===== config.mk =====
export PLATFORM = sky130hd
export DESIGN_NAME = sensor_cfg_master
export DESIGN_NICKNAME = d
export VERILOG_FILES = /design/src/rtl/scfg_pkg.sv /design/src/rtl/scfg_rom.sv /design/src/rtl/scfg_tick.sv /design/src/rtl/scfg_sync.sv /design/src/rtl/sensor_cfg_master.sv
export SDC_FILE = /design/constraint.sdc
export NUM_CORES = 1
export LEC_CHECK = 0
export BUFFER_PORTS_ARGS = -buffer_cell sky130_fd_sc_hd__buf_4
export CAP_MARGIN = 20
export CORE_ASPECT_RATIO = 0.7
export CORE_UTILIZATION = 30
export CTS_CLUSTER_SIZE = 28
export DETAILED_ROUTE_END_ITERATION = 6
export SYNTH_ARGS = -nofsm -noshare
export SYNTH_HDL_FRONTEND = slang
export SYNTH_SLANG_ARGS = --single-unit

===== constraint.sdc =====
create_clock -name clk -period 4.33 [get_ports clk]
set_input_delay 0.866 -clock clk [delete_from_list [all_inputs] [get_ports clk]]
set_output_delay 0.866 -clock clk [all_outputs]
set_load 0.02 [all_outputs]

===== src/rtl/scfg_pkg.sv =====
// Shared types for the sensor register table loader.
package scfg_pkg;

    // One table entry: target register index and the value written to it
    typedef struct packed {
        logic [7:0] idx;
        logic [7:0] val;
    } cfg_pair_t;

    // Sequencer states
    typedef enum logic [2:0] {
        ST_IDLE,
        ST_LOAD,
        ST_START,
        ST_BIT,
        ST_STOP
    } seq_state_t;

    localparam logic [7:0] END_MARK = 8'hFF;

endpackage


===== src/rtl/scfg_rom.sv =====
// Computed configuration table.
// Assumes: idx is below or equal to the table depth; entries at LIVE and
// beyond read as the end marker.
module scfg_rom
    import scfg_pkg::*;
#(
    parameter int DEPTH = 150,
    parameter int LIVE  = 149,
    parameter int IW    = 8
) (
    input  logic [IW-1:0] idx,
    output cfg_pair_t     entry
);
    logic [7:0] i8;

    // Low byte of the index drives the arithmetic contents
    always_comb begin
        i8 = 8'(idx);
    end

    // Table lookup: live entries are arithmetic, the rest is the end marker
    always_comb begin
        if (int'(idx) < LIVE && int'(idx) < DEPTH) begin
            entry.idx = 8'h20 + i8;
            entry.val = 8'h5A ^ i8;
        end else begin
            entry.idx = END_MARK;
            entry.val = END_MARK;
        end
    end
endmodule


===== src/rtl/scfg_tick.sv =====
// Quarter-bit strobe generator for the serial clock.
// Assumes: QTR >= 2. The count restarts whenever en is low.
module scfg_tick #(
    parameter int QTR = 125
) (
    input  logic clk,
    input  logic rst_n,
    input  logic en,
    output logic tick
);
    localparam int CW = (QTR > 1) ? $clog2(QTR) : 1;
    localparam logic [CW-1:0] LAST = CW'(QTR - 1);

    logic [CW-1:0] cnt;

    // Modulo-QTR counter, held at zero while disabled
    always_ff @(posedge clk) begin
        if (!rst_n || !en)    cnt <= '0;
        else if (cnt == LAST) cnt <= '0;
        else                  cnt <= cnt + 1'b1;
    end

    // One-cycle strobe at the end of each quarter
    always_comb begin
        tick = en && (cnt == LAST);
    end
endmodule


===== src/rtl/scfg_sync.sv =====
// Two-stage synchroniser for the SDA return line.
// Assumes: the line idles high, so the reset value is 1.
module scfg_sync (
    input  logic clk,
    input  logic rst_n,
    input  logic d,
    output logic q
);
    logic s1;

    // Shift the asynchronous level through two flops
    always_ff @(posedge clk) begin
        if (!rst_n) begin
            s1 <= 1'b1;
            q  <= 1'b1;
        end else begin
            s1 <= d;
            q  <= s1;
        end
    end
endmodule


===== src/rtl/sensor_cfg_master.sv =====
// Walks the configuration table and writes each pair to the sensor as a
// three-byte bus write. Every bit takes four quarter ticks: the data is
// set, SCL rises, the line is sampled, SCL falls.
// Assumes: single master, open-drain SDA with an external pull-up,
// synchronous active-low reset.
module sensor_cfg_master
    import scfg_pkg::*;
#(
    parameter int         CLK_HZ   = 50_000_000,
    parameter int         SCL_HZ   = 100_000,
    parameter logic [7:0] DEV_ADDR = 8'h42,
    parameter int         DEPTH    = 150,
    parameter int         LIVE     = 149
) (
    input  logic clk,
    input  logic rst_n,
    input  logic start,
    output logic scl,
    output logic sda_oe,
    input  logic sda_in,
    output logic busy,
    output logic done,
    output logic error
);
    localparam int QTR = CLK_HZ / (4 * SCL_HZ);
    localparam int IW  = $clog2(DEPTH + 1);
    localparam logic [IW-1:0] LAST_IDX = IW'(DEPTH);

    seq_state_t    state;
    logic [1:0]    phase;
    logic [3:0]    bitn;
    logic [1:0]    bytn;
    logic [7:0]    shreg;
    logic [IW-1:0] idx;
    cfg_pair_t     entry;
    cfg_pair_t     cur;
    logic          abort;
    logic          tick;
    logic          sda_s;

    scfg_rom #(.DEPTH(DEPTH), .LIVE(LIVE), .IW(IW)) u_rom (
        .idx   (idx),
        .entry (entry)
    );

    scfg_tick #(.QTR(QTR)) u_tick (
        .clk   (clk),
        .rst_n (rst_n),
        .en    (busy),
        .tick  (tick)
    );

    scfg_sync u_sync (
        .clk   (clk),
        .rst_n (rst_n),
        .d     (sda_in),
        .q     (sda_s)
    );

    // Sequencer: table walk, framing, bit timing and acknowledge check
    always_ff @(posedge clk) begin
        if (!rst_n) begin
            state  <= ST_IDLE;
            phase  <= '0;
            bitn   <= '0;
            bytn   <= '0;
            shreg  <= '0;
            idx    <= '0;
            cur    <= '0;
            abort  <= 1'b0;
            scl    <= 1'b1;
            sda_oe <= 1'b0;
            busy   <= 1'b0;
            done   <= 1'b0;
            error  <= 1'b0;
        end else begin
            case (state)
                ST_IDLE: begin
                    scl    <= 1'b1;
                    sda_oe <= 1'b0;
                    if (start) begin
                        busy  <= 1'b1;
                        done  <= 1'b0;
                        error <= 1'b0;
                        abort <= 1'b0;
                        idx   <= '0;
                        state <= ST_LOAD;
                    end
                end
                ST_LOAD: begin
                    if (idx == LAST_IDX ||
                        (entry.idx == END_MARK && entry.val == END_MARK)) begin
                        done  <= 1'b1;
                        busy  <= 1'b0;
                        state <= ST_IDLE;
                    end else begin
                        cur   <= entry;
                        phase <= '0;
                        state <= ST_START;
                    end
                end
                ST_START: begin
                    if (tick) begin
                        phase <= phase + 1'b1;
                        case (phase)
                            2'd0: sda_oe <= 1'b1;
                            2'd2: scl    <= 1'b0;
                            2'd3: begin
                                bitn  <= '0;
                                bytn  <= '0;
                                shreg <= DEV_ADDR;
                                state <= ST_BIT;
                            end
                            default: ;
                        endcase
                    end
                end
                ST_BIT: begin
                    if (tick) begin
                        phase <= phase + 1'b1;
                        case (phase)
                            2'd0: sda_oe <= (bitn == 4'd8) ? 1'b0 : ~shreg[7];
                            2'd1: scl    <= 1'b1;
                            2'd2: if (bitn == 4'd8) abort <= sda_s;
                            default: begin
                                scl <= 1'b0;
                                if (bitn != 4'd8) begin
                                    shreg <= {shreg[6:0], 1'b0};
                                    bitn  <= bitn + 1'b1;
                                end else if (abort || bytn == 2'd2) begin
                                    state <= ST_STOP;
                                end else begin
                                    bitn  <= '0;
                                    bytn  <= bytn + 1'b1;
                                    shreg <= (bytn == 2'd0) ? cur.idx : cur.val;
                                end
                            end
                        endcase
                    end
                end
                ST_STOP: begin
                    if (tick) begin
                        phase <= phase + 1'b1;
                        case (phase)
                            2'd0: sda_oe <= 1'b1;
                            2'd1: scl    <= 1'b1;
                            2'd2: sda_oe <= 1'b0;
                            default: begin
                                if (abort) begin
                                    error <= 1'b1;
                                    busy  <= 1'b0;
                                    state <= ST_IDLE;
                                end else begin
                                    idx   <= idx + 1'b1;
                                    state <= ST_LOAD;
                                end
                            end
                        endcase
                    end
                end
                default: state <= ST_IDLE;
            endcase
        end
    end
endmodule


==> impl_metrics.py <==
metrics = {
    "clock_network": {
        "holdBufCountCts": 0,
        "clkSinkCount": 56,
        "clk_latency_ns": 0.30,
        "htreeDepth": 2,
        "cts-root-buf": "clkbuf_16",
        "cts_tree": "done",
        "cts_buffer_depth": 2,
        "post-cts-setup-buffers": 0,
        "cts_inserted_buffers": 5,
        "cts.reportedPaths.clkPinSlew_ns": 0.07,
        "post_cts_resize_count": 0,
    },
    "finish": {
        "syn2layout_area_growth_pct": 11.8,
        "nets": 356,
        "fillerInstances": 973,
        "multi_input_area_mm2": 0.00166,
        "n_antenna_cell": 0,
        "seq_area_mm2": 0.00112,
        "fin_area_mm2": 0.00323,
        "drive_gt1_share_pct": 9.14,
    },
    "synth": {
        "yosys_warnings": 0,
        "async_flop_share_pct": 0,
        "ys.flop_type": "dfxtp_1",
        "synth_nets": 353,
        "syn_area_mm2": 0.00289,
        "synthesis.instances": 335,
        "postSynthAreaPerCell_um2": 8.64,
        "synth-edff-count": 0,
        "synth.distinct_cells": 57,
        "ys_ff_latch": 56,
        "yosysSeqAreaShare_pct": 38.7,
        "netlist.area_leader.share_pct": 38.7,
        "yosys.area.top_type": "dfxtp_1",
        "yosys-top-cells-area": "dfxtp_1 39%, ha_1 6.1%, nand2_1 5.7%",
    },
    "grt": {
        "overflow": 0,
        "grt_first_pass_wirelength_um": 11300,
        "grt_pass1_vias": 2226,
        "grt_use_total_pct": 14.4,
        "grt_start_max_net_pins": 29,
        "antenna_found_initial": 0,
    },
    "timing": {
        "finalSetupViolations": 0,
        "worst_slack_ns": 1.86,
        "rsz0062_at_grt": "false",
        "worstMarginPinSlew_ns": 0.976,
        "layout_min_cycle_time_ns": 2.47,
        "drv_slew": 0,
        "min_period_over_period_pct": 57.1,
        "max-slew-margin-rel_pct": 34.4,
        "skew_ns": 0.00573,
        "max_freq_mhz": 405,
        "fin_setup_tns_ns": 0,
        "hold_violations": 0,
    },
    "place": {
        "port_buffers": 8,
        "dp_hpwl_um": 4860,
        "dp_slack_ns": 1.97,
        "gp_congestion": 0.804,
        "placed_area_mm2": 0.00306,
    },
    "critical_path": {
        "path_class": "reg2reg",
        "critPathArrivalTime_ns": 2.70,
        "cp.required_ns": 4.56,
        "endpoint_kind": "flip-flop",
        "crit_path_start_kind": "flip-flop",
        "crit_fanout": 12,
        "reg2regPathDepth": 4,
    },
    "floorplan": {
        "coreArea_mm2": 0.00922,
        "die_width_um": 119,
        "start_util_pct": 31.4,
        "die_area_mm2": 0.0100,
        "die_h_um": 84.2,
        "io-pin-count": 9,
        "num_rows": 29,
    },
    "status": {
        "status": "finished, final reports clean",
    },
    "run": {
        "drv_cap": 0,
    },
    "detailed_routing": {
        "drt_iter0_drc": 178,
        "vias_per_cell": 5.32,
        "drc_errors": 0,
        "drtAntennaViolNets": 0,
        "dr_wl_met2_um": 2720,
        "met3_length_um": 329,
        "wl_met1_um": 3600,
        "detail_route.first_pass.iterations": 4,
        "wl_um": 6750,
        "top_layer": "met4",
        "dr_total_vias": 2461,
        "drt-wirelength-per-cell_um": 14.6,
    },
    "power": {
        "leakage_nw": 1.11,
        "peakVddDrop_uv": 160,
        "power_density_mw_per_mm2": 454,
    },
    "hold_path": {
        "hold_depth": 1,
        "hold_path.class": "reg2reg",
    },
}
## cells in the final DEF, fill, tap and decap left out, types with 5 or more instances in the layout
cell type and instances:
a21oi_1 29, ha_1 14, mux2i_1 16, nand2b_1 5
buf_4 10, o21ai_0 17, o211ai_1 5, inv_1 13
nand3b_1 5, a211oi_1 7, nand3_1 13, nand2_1 44
clkbuf_16 5, dfxtp_1 56, nor2_1 20
## where the power goes
part | internal, mW | total (mW) | switching [mW]
combinational | 0.138 | 0.376 | 0.238
clock | 0.275 | 0.473 | 0.198
sequential | 0.560 | 0.620 | 0.0599
## cell usage after synthesis (2+ instances only)
master	instances
nand4_1	2
o32ai_1	2
nor3_1	4
a211o_1	2
nand3_1	13
a211oi_1	7
a41oi_1	2
nor4b_1	2
and3b_1	2
buf_2	8
nor2_1	20
or4_1	3
xnor2_1	3
nor3b_2	2
inv_1	13
xor2_1	3
clkbuf_1	5
nand2_1	44
ha_1	14
o31ai_1	3
o2111ai_1	2
nor2_2	2
or3_1	3
o21ai_0	17
a21oi_1	29
mux2i_1	16
nand2b_1	5
and3_1	2
dfxtp_1	56
a2bb2oi_1	4
o211ai_1	5
nand3b_1	5
mux2_2	4
o221ai_1	3
nor2b_1	3
nor3b_1	4
## worst max-delay path: stages, from the launching register on
cell     delay (ns)
dfxtp_1        0.60
nor2b_1        0.62
o21ai_0        0.42
nor2_2         0.53
mux2i_1        0.24
## routing by layer
metal / vias up / global-route usage, %
met5: - / 0
met4: 0 / 4.77
met3: 8 / 3.33
met2: 49 / 19.6
met1: 1179 / 21.8
li1: 1225 / -
## path summary, 6_finish.rpt
kind	slack, ns	to	start
worst max-delay path	1.86	shreg[0]$_SDFFE_PN0P_	state[1]$_SDFFE_PN0P_
worst min-delay path	0.42	u_sync.q$_SDFF_PN1_	u_sync.s1$_SDFF_PN1_
worst max register to register	1.86	shreg[0]$_SDFFE_PN0P_	state[1]$_SDFFE_PN0P_
worst min register to register	0.42	u_sync.q$_SDFF_PN1_	u_sync.s1$_SDFF_PN1_
## area by class of cell
cell class                      instances  share of cell area (%)
Timing Repair Buffer                   10                    2.32
Inverter                               14                    1.62
Tap cell                              124                    4.80
Clock inverter                          3                    1.47
Sequential cell                        56                    34.7
Clock buffer                            5                    3.87
Multi-Input combinational cell        251                    51.3
## logic make-up after synthesis
kind of cell | synth area share (%)
xor+xnor | 1.82
buf+inv | 3.98
mux | 7.09
simple gates | 22.7
fa+ha+maj | 6.05
compound gates | 19.6
flops | 38.7
## state kept, by name (all words and copies together), names as in the netlist
register    count
done            1
u_sync.q        1
idx             8
shreg           8
u_tick.cnt      7
busy            1
bytn            2
bitn            4
u_sync.s1       1
cur            14
scl             1
abort           1
state           3
sda_oe          1
phase           2
error           1
## per-stage QoR
| step | utilization (%) | total power [mW] | hold slack (ns) | std cells |
|---|---|---|---|---|
| after CTS | 35.1 | 1.48 | 0.437 | 463 |
| after global placement | 33.2 | 0.991 | 0.403 | 455 |
| final | 35.1 | 1.47 | 0.425 | 463 |
| after global routing | 35.1 | 1.54 | 0.449 | 463 |
| after floorplan | - | 0.903 | 0.386 | 335 |
| after detailed placement | 33.2 | 1.00 | 0.411 | 455 |
No activity file was read; power rests on OpenSTA's default activity.
